==> config.mk <==
export PLATFORM = sky130hd
export DESIGN_NAME = gpx_top
export DESIGN_NICKNAME = d
export VERILOG_FILES = /design/src/rtl/gpx_pkg.sv /design/src/rtl/gpx_sync.sv /design/src/rtl/gpx_bank.sv /design/src/rtl/gpx_top.sv
export SDC_FILE = /design/constraint.sdc
export NUM_CORES = 2
export LEC_CHECK = 0
export BUFFER_PORTS_ARGS = -buffer_cell sky130_fd_sc_hd__buf_2
export CAP_MARGIN = 25
export CORE_UTILIZATION = 50
export CTS_CLUSTER_SIZE = 12
export DETAILED_ROUTE_END_ITERATION = 8
export GPL_TIMING_DRIVEN = 1
export PLACE_DENSITY = 0.77
export SYNTH_ARGS = -nofsm -noshare
export SYNTH_HDL_FRONTEND = slang
export SYNTH_HIERARCHICAL = 1
export SYNTH_SLANG_ARGS = --single-unit
==> constraint.sdc <==
create_clock -name clk -period 2.9 [get_ports clk]
set_clock_uncertainty 0.1 [all_clocks]
set_input_delay 0.145 -clock clk [delete_from_list [all_inputs] [get_ports clk]]
set_output_delay 0.145 -clock clk [all_outputs]
set_load 0.01 [all_outputs]
==> src/rtl/gpx_pkg.sv <==
package gpx_pkg;
  localparam int LANE = 32;
  localparam int NGRP = 11;
  localparam int GW   = 4;

  localparam int G_DIR = 0;
  localparam int G_INV = 1;
  localparam int G_DAT = 2;
  localparam int G_RAI = 3;
  localparam int G_LOW = 4;
  localparam int G_REN = 5;
  localparam int G_FEN = 6;
  localparam int G_HEN = 7;
  localparam int G_LEN = 8;
  localparam int G_PND = 9;
  localparam int G_SRC = 10;

  typedef logic [LANE-1:0] lane_t;

  function automatic lane_t f_rise(lane_t now, lane_t was);
    return now & ~was;
  endfunction

  function automatic lane_t f_fall(lane_t now, lane_t was);
    return ~now & was;
  endfunction

  // pending bit: cleared by a 1 written to it unless a trigger arrives in the same cycle
  function automatic lane_t f_sticky(lane_t pend, lane_t clr, lane_t ev);
    return (pend & ~clr) | ev;
  endfunction

  // edge-source flag: set by an edge, dropped by a level trigger or by a clear
  function automatic lane_t f_src(lane_t src, lane_t clr, lane_t ev_e, lane_t ev_l);
    return ev_e | (src & ~ev_l & ~clr);
  endfunction

  function automatic lane_t f_rdmix(lane_t dir, lane_t outv, lane_t sense);
    return (dir & outv) | (~dir & sense);
  endfunction
endpackage

==> src/rtl/gpx_sync.sv <==
module gpx_sync #(
  parameter int W = 32
) (
  input  logic         clk,
  input  logic         rst_n,
  input  logic [W-1:0] d,
  output logic [W-1:0] q
);
  logic [W-1:0] s1;

  always_ff @(posedge clk or negedge rst_n) begin
    if (!rst_n) begin
      s1 <= '0;
      q  <= '0;
    end else begin
      s1 <= d;
      q  <= s1;
    end
  end
endmodule

==> src/rtl/gpx_bank.sv <==
module gpx_bank
  import gpx_pkg::*;
(
  input  logic                 clk,
  input  logic                 rst_n,
  input  logic [NGRP-1:0]      we,
  input  lane_t                wdata,
  input  lane_t                pads,
  output lane_t                out_q,
  output lane_t                dir_q,
  output logic [NGRP-1:0][LANE-1:0] rd,
  output lane_t                ev,
  output lane_t                clr,
  output lane_t                pnd_q,
  output lane_t                src_q
);
  lane_t inv_q, ren_q, fen_q, hen_q, len_q, was_q;
  lane_t syn, sense, ev_e, ev_l;

  gpx_sync #(.W(LANE)) u_sync (.clk(clk), .rst_n(rst_n), .d(pads), .q(syn));

  assign sense = syn ^ inv_q;
  assign ev_e  = (ren_q & f_rise(sense, was_q)) | (fen_q & f_fall(sense, was_q));
  assign ev_l  = (hen_q & sense) | (len_q & ~sense);
  assign ev    = ev_e | ev_l;
  assign clr   = we[G_PND] ? wdata : '0;

  always_ff @(posedge clk or negedge rst_n) begin
    if (!rst_n) begin
      dir_q <= '0; inv_q <= '0; out_q <= '0;
      ren_q <= '0; fen_q <= '0; hen_q <= '0; len_q <= '0;
      pnd_q <= '0; src_q <= '0; was_q <= '0;
    end else begin
      was_q <= sense;
      if (we[G_DIR]) dir_q <= wdata;
      if (we[G_INV]) inv_q <= wdata;
      if (we[G_REN]) ren_q <= wdata;
      if (we[G_FEN]) fen_q <= wdata;
      if (we[G_HEN]) hen_q <= wdata;
      if (we[G_LEN]) len_q <= wdata;
      if (we[G_DAT])      out_q <= wdata;
      else if (we[G_RAI]) out_q <= out_q | wdata;
      else if (we[G_LOW]) out_q <= out_q & ~wdata;
      pnd_q <= f_sticky(pnd_q, clr, ev);
      src_q <= f_src(src_q, clr, ev_e, ev_l);
    end
  end

  always_comb begin
    rd        = '0;
    rd[G_DIR] = dir_q;
    rd[G_INV] = inv_q;
    rd[G_DAT] = f_rdmix(dir_q, out_q, sense);
    rd[G_REN] = ren_q;
    rd[G_FEN] = fen_q;
    rd[G_HEN] = hen_q;
    rd[G_LEN] = len_q;
    rd[G_PND] = pnd_q;
    rd[G_SRC] = src_q;
  end
endmodule

==> src/rtl/gpx_top.sv <==
module gpx_top
  import gpx_pkg::*;
#(
  parameter int NBANK = 3
) (
  input  logic                  clk,
  input  logic                  rst_n,
  input  logic [7:0]            bus_addr,
  input  logic                  bus_wen,
  input  logic [LANE-1:0]       bus_wdata,
  output logic [LANE-1:0]       bus_rdata,
  input  logic [NBANK*LANE-1:0] pin_in,
  output logic [NBANK*LANE-1:0] pin_out,
  output logic [NBANK*LANE-1:0] pin_oe,
  output logic                  irq
);
  localparam int NPIN = NBANK * LANE;

  logic [GW-1:0] grp;
  logic [1:0]    bsel;
  logic [NPIN-1:0] ev_all, clr_all, stat_all, edge_all;
  logic [NGRP-1:0][LANE-1:0] bank_rd [NBANK];

  assign grp  = bus_addr[7:4];
  assign bsel = bus_addr[3:2];

  for (genvar b = 0; b < NBANK; b++) begin : g_bank
    logic [NGRP-1:0] we_b;
    always_comb begin
      we_b = '0;
      for (int g = 0; g < NGRP; g++)
        if (bus_wen && bsel == 2'(b) && grp == GW'(g)) we_b[g] = 1'b1;
    end

    gpx_bank u_bank (
      .clk   (clk),
      .rst_n (rst_n),
      .we    (we_b),
      .wdata (bus_wdata),
      .pads  (pin_in[b*LANE +: LANE]),
      .out_q (pin_out[b*LANE +: LANE]),
      .dir_q (pin_oe[b*LANE +: LANE]),
      .rd    (bank_rd[b]),
      .ev    (ev_all[b*LANE +: LANE]),
      .clr   (clr_all[b*LANE +: LANE]),
      .pnd_q (stat_all[b*LANE +: LANE]),
      .src_q (edge_all[b*LANE +: LANE])
    );
  end

  always_comb begin
    bus_rdata = '0;
    for (int b = 0; b < NBANK; b++)
      for (int g = 0; g < NGRP; g++)
        if (bsel == 2'(b) && grp == GW'(g)) bus_rdata = bank_rd[b][g];
  end

  assign irq = |stat_all;
endmodule

# Word-level counts from Yosys, hierarchy flattened
# Index checks and enable logic that the tools add are counted.
dict set report word_totals {
  rom_bits 0
  mem_count 0
  in_bits 139
  word_cells 271
  register_bits 1152
  latch_bits 0
  ramBits 0
}
dict set report classes {
  magnitude_cmp 0
  add_sub_neg 0
  div_mod_pow 0
  shift 0
  n_mux 75
  mul 0
  n_reduce_logical 72
  bitwise_logic 76
  n_eq_ne 12
}
# cell n
set op_table {}
lappend op_table {{$mux 32} 45}
lappend op_table {{$and 32x32->32} 36}
lappend op_table {{$or 32x32->32} 21}
lappend op_table {{$not 32->32} 16}
lappend op_table {{$reduce_or 96->1} 1}
lappend op_table {{$xor 32x32->32} 3}
lappend op_table {{$logic_and 1x1->1} 66}
lappend op_table {{$mux 1} 30}
lappend op_table {{$eq 4x3->1 const B} 4}
lappend op_table {{$eq 4x4->1 const B} 3}
lappend op_table {{$reduce_bool 3->1} 3}
lappend op_table {{$eq 4x2->1 const B} 2}
lappend op_table {{$eq 4x1->1 const B} 1}
lappend op_table {{$logic_not 4->1} 1}
lappend op_table {{$eq 2x1->1 const B} 1}
lappend op_table {{$eq 2x2->1 const B} 1}
lappend op_table {{$logic_not 2->1} 1}

# Depth between registers and ports, before layout
dict set report logic_depth {
  depth_word 35
  mapped_depth 12
  mapped_depth_nobuf 8
}

# Hierarchy
# The synthesis kept the hierarchy.
# module cells_each area_per_inst_um2 instances
set modules_own_cells {}
lappend modules_own_cells {gpx_bank 1224 15313.4 3}
lappend modules_own_cells {gpx_top 1361 8466.9 1}
lappend modules_own_cells {gpx_sync 64 1601.5 3}

# Least setup slack after synthesis
# Ideal clock, no wire load.
dict set report synth_path {
  kind {reg2out}
  from {register g_bank[0].u_bank.inv_q[21]}
  to {output port bus_rdata[21]}
  path_stages_with_launch 9
  required_time_ns 2.655
  arrival_time_ns 2.186
  setup_slack_ns 0.469
  cell_sequence {dfrtp_1 -> xor2_2 -> mux2_2 -> and3_1 -> a2111oi_0 -> a21oi_1 -> or4b_1 -> a211oi_1 -> o31ai_1}
}
# element line
set synth_rtl {}
lappend synth_rtl {{from (decl)} gpx_bank.sv:17} ;# lane_t inv_q, ren_q, fen_q, hen_q, len_q, was_q;
lappend synth_rtl {{from (signal assigned)} gpx_bank.sv:36} ;# if (we[G_INV]) inv_q <= wdata;
lappend synth_rtl {{to (decl)} gpx_top.sv:11} ;# output logic [LANE-1:0] bus_rdata,

==> results_dict.tcl <==
set metrics [dict create \
    share_seq_of_total_power_pct 47.4 \
    drt-wirelength-per-cell_um 28.5 \
    syn_to_final_growth_pct 22.9 \
    cp.arrival_ns 3.39 \
    r2r_cells 3 \
    fmax_ghz 0.275 \
    grt_start_max_net_pins 115 \
    outcome "complete, but fails checks" \
    cp-start-kind "flop" \
    core_sq_um 114000 \
    grt_pass1_wl_um 308000 \
    numCtsBuffers 120 \
    drt-initial-drc-count 5516 \
    die_area_sq_um 117000 \
    ctsHtreeMaxLevel 3 \
    drt.antenna.violating_nets 0 \
    via_per_inst 6.31 \
    p_leak_uw 0.0324 \
    hold_slack_ns 0.0851 \
    worstMarginPinSlew_ns 1.01 \
    clock-sinks 1152 \
    die_y_um 342 \
    failed_checks "setup timing" \
    post-route-period-util_pct 125 \
    drtPass1Iterations 7 \
    critPathKind "reg2out" \
    p_sw_uw 12900 \
    routed_wirelength_um 209000 \
    initial_utilization_pct 50.5 \
    syn_inst 4934 \
    pwr-share-clk_pct 34.0 \
    num_rows 124 \
    grt_remaining_overflow 0 \
    comb_power_share_pct 18.6 \
    pre_cts_ws_ns -0.595 \
    hold_class "in2async" \
    finalHoldViolations 0 \
    vias 46337 \
    powerDensity_nw_per_um2 625 \
    placed_cell_area_sq_um 62700 \
    final_util_pct 62.1 \
    cts_tree "done" \
    antenna_found_initial 10 \
    first_global_vias 46184 \
    p_int_uw 31500 \
    hpwl_um 148000 \
    final_area_sq_um 71000 \
    min_period_ns 3.64 \
    finalSetupViolCount 28 \
    clock_latency_ns 0.74 \
    synth.avg_cell_area_sq_um 11.7 \
    critical_path.startpoint "g_bank[0].u_bank/inv_q[21]$_DFFE_PN0P_" \
    relSlewSlack_pct 32.4 \
    rsz0062_at_grt "yes" \
    ir_drop_uv 509 \
    io_buffer_count 361 \
    fillers 8752 \
    worstPathMaxFanout 2 \
    clockBufferDepth 3 \
    drc 0 \
    yosysWarnings 6 \
    worstPathRequired_ns 2.65 \
    finalPower_uw 44300 \
    slew_viol_final 0 \
    nNetsFinal 5884 \
    ios 364 \
    syn_area_sq_um 57800 \
    cts_root_buf "clkbuf_16" \
    place.gp.congestion 1.01 \
    path_clk_slew_ns 0.06 \
    crit_path_end_kind "primary output" \
    max_cap_viol_count 0 \
    die_w_um 342 \
    worst_slack_ns -0.735 \
    swShare_pct 29.0 \
    drive_above_1_share_pct 37.5 \
    r2r-start "g_bank[1].u_bank/u_sync/q[14]$_DFF_PN0_" \
    grt_util_all_layers_pct 35.6 \
]
==> final timing paths <==
path                                                           end  slack, ns
hold reg to reg            g_bank[0].u_bank/u_sync/q[22]$_DFF_PN0_       0.24
min in group clk            g_bank[0].u_bank/inv_q[21]$_DFFE_PN0P_       0.21
setup reg to reg              g_bank[1].u_bank/src_q[14]$_DFF_PN0_       1.34
setup / recovery                                     bus_rdata[21]      -0.74
max in group asynchronous  g_bank[2].u_bank/u_sync/q[26]$_DFF_PN0_       1.89
hold / removal              g_bank[0].u_bank/inv_q[25]$_DFFE_PN0P_       0.09
==> power by group through the flow <==
stage | sequential [uW] | clock [uW] | combinational [uW]
final | 21000 | 15100 | 8240
after global routing | 21200 | 15800 | 8760
after CTS | 20900 | 15100 | 7980
after detailed placement | 21100 | 0 | 7280
after global placement | 21000 | 0 | 7050
after floorplan | 20400 | 0 | 4750
==> critical path: stages, from the launching register on <==
cell,delay (ns)
dfrtp_1,0.41
xor2_2,0.19
mux2_4,0.27
and3_4,0.15
a2111oi_4,0.19
buf_4,0.17
a21oi_2,0.06
or4b_4,0.55
a211oi_4,0.37
o31ai_4,0.13
buf_2,0.16
==> repair_timing <==
item | 4_1_cts | 5_1_grt
endpoints found under the setup margin | 33 | 33
gates resized for setup | 271 | 79
endpoints found under the hold margin | 1323 | 0
pin swaps | 143 | 54
hold buffers | 226 | 0
buffers inserted | 51 | 9
==> layout by cell type, fill, tap and decap left out, types with 97 or more instances in the layout <==
master,instances
dlygate4sd3_1,225
o21ai_0,178
dfrtp_1,1106
o22ai_1,128
mux2i_1,193
mux2_2,606
clkbuf_16,121
a22oi_1,136
nand2b_1,98
nand2_1,480
nor3b_1,97
conb_1,192
buf_2,345
buf_4,489
==> flip-flops by register name, indices dropped and copies added, names as in the netlist, named ones only <==
name	flops
g_bank.u_bank/u_sync/s1	96
g_bank.u_bank/dir_q	96
g_bank.u_bank/u_sync/q	96
g_bank.u_bank/was_q	96
g_bank.u_bank/src_q	96
g_bank.u_bank/inv_q	96
g_bank.u_bank/len_q	96
g_bank.u_bank/hen_q	96
g_bank.u_bank/ren_q	96
g_bank.u_bank/fen_q	96
g_bank.u_bank/pnd_q	96
==> cell type report <==
type | instances | area [sq um] | area share (%)
flip-flops and latches | 1152 | 28900 | 40.7
multi-input cells | 3330 | 27300 | 38.5
repair buffers | 1138 | 9090 | 12.8
clock buffers | 173 | 3460 | 4.88
well taps | 1512 | 1890 | 2.67
clock inverters | 32 | 293 | 0.413
inverters | 3 | 11.3 | 0.0159
diodes | 3 | 7.51 | 0.0106
==> stage by stage <==
stage | TNS (ns) | cells
after CTS | -6.73 | 7332
after detailed placement | -5.43 | 6864
after global routing | -8.29 | 7340
after floorplan | 0 | 5123
after global placement | -4.45 | 6864
final | -7.07 | 7343
==> metal layers <==
metal  GRT usage [%]  vias to the layer above  wire, um
met5               0                        -       100
met4            20.2                       14     13600
met3            8.98                      685     23400
met2            52.6                     2846     91400
met1            47.7                    23524     80900
li1                -                    19268         -
Power figures use the tool's default switching activity.
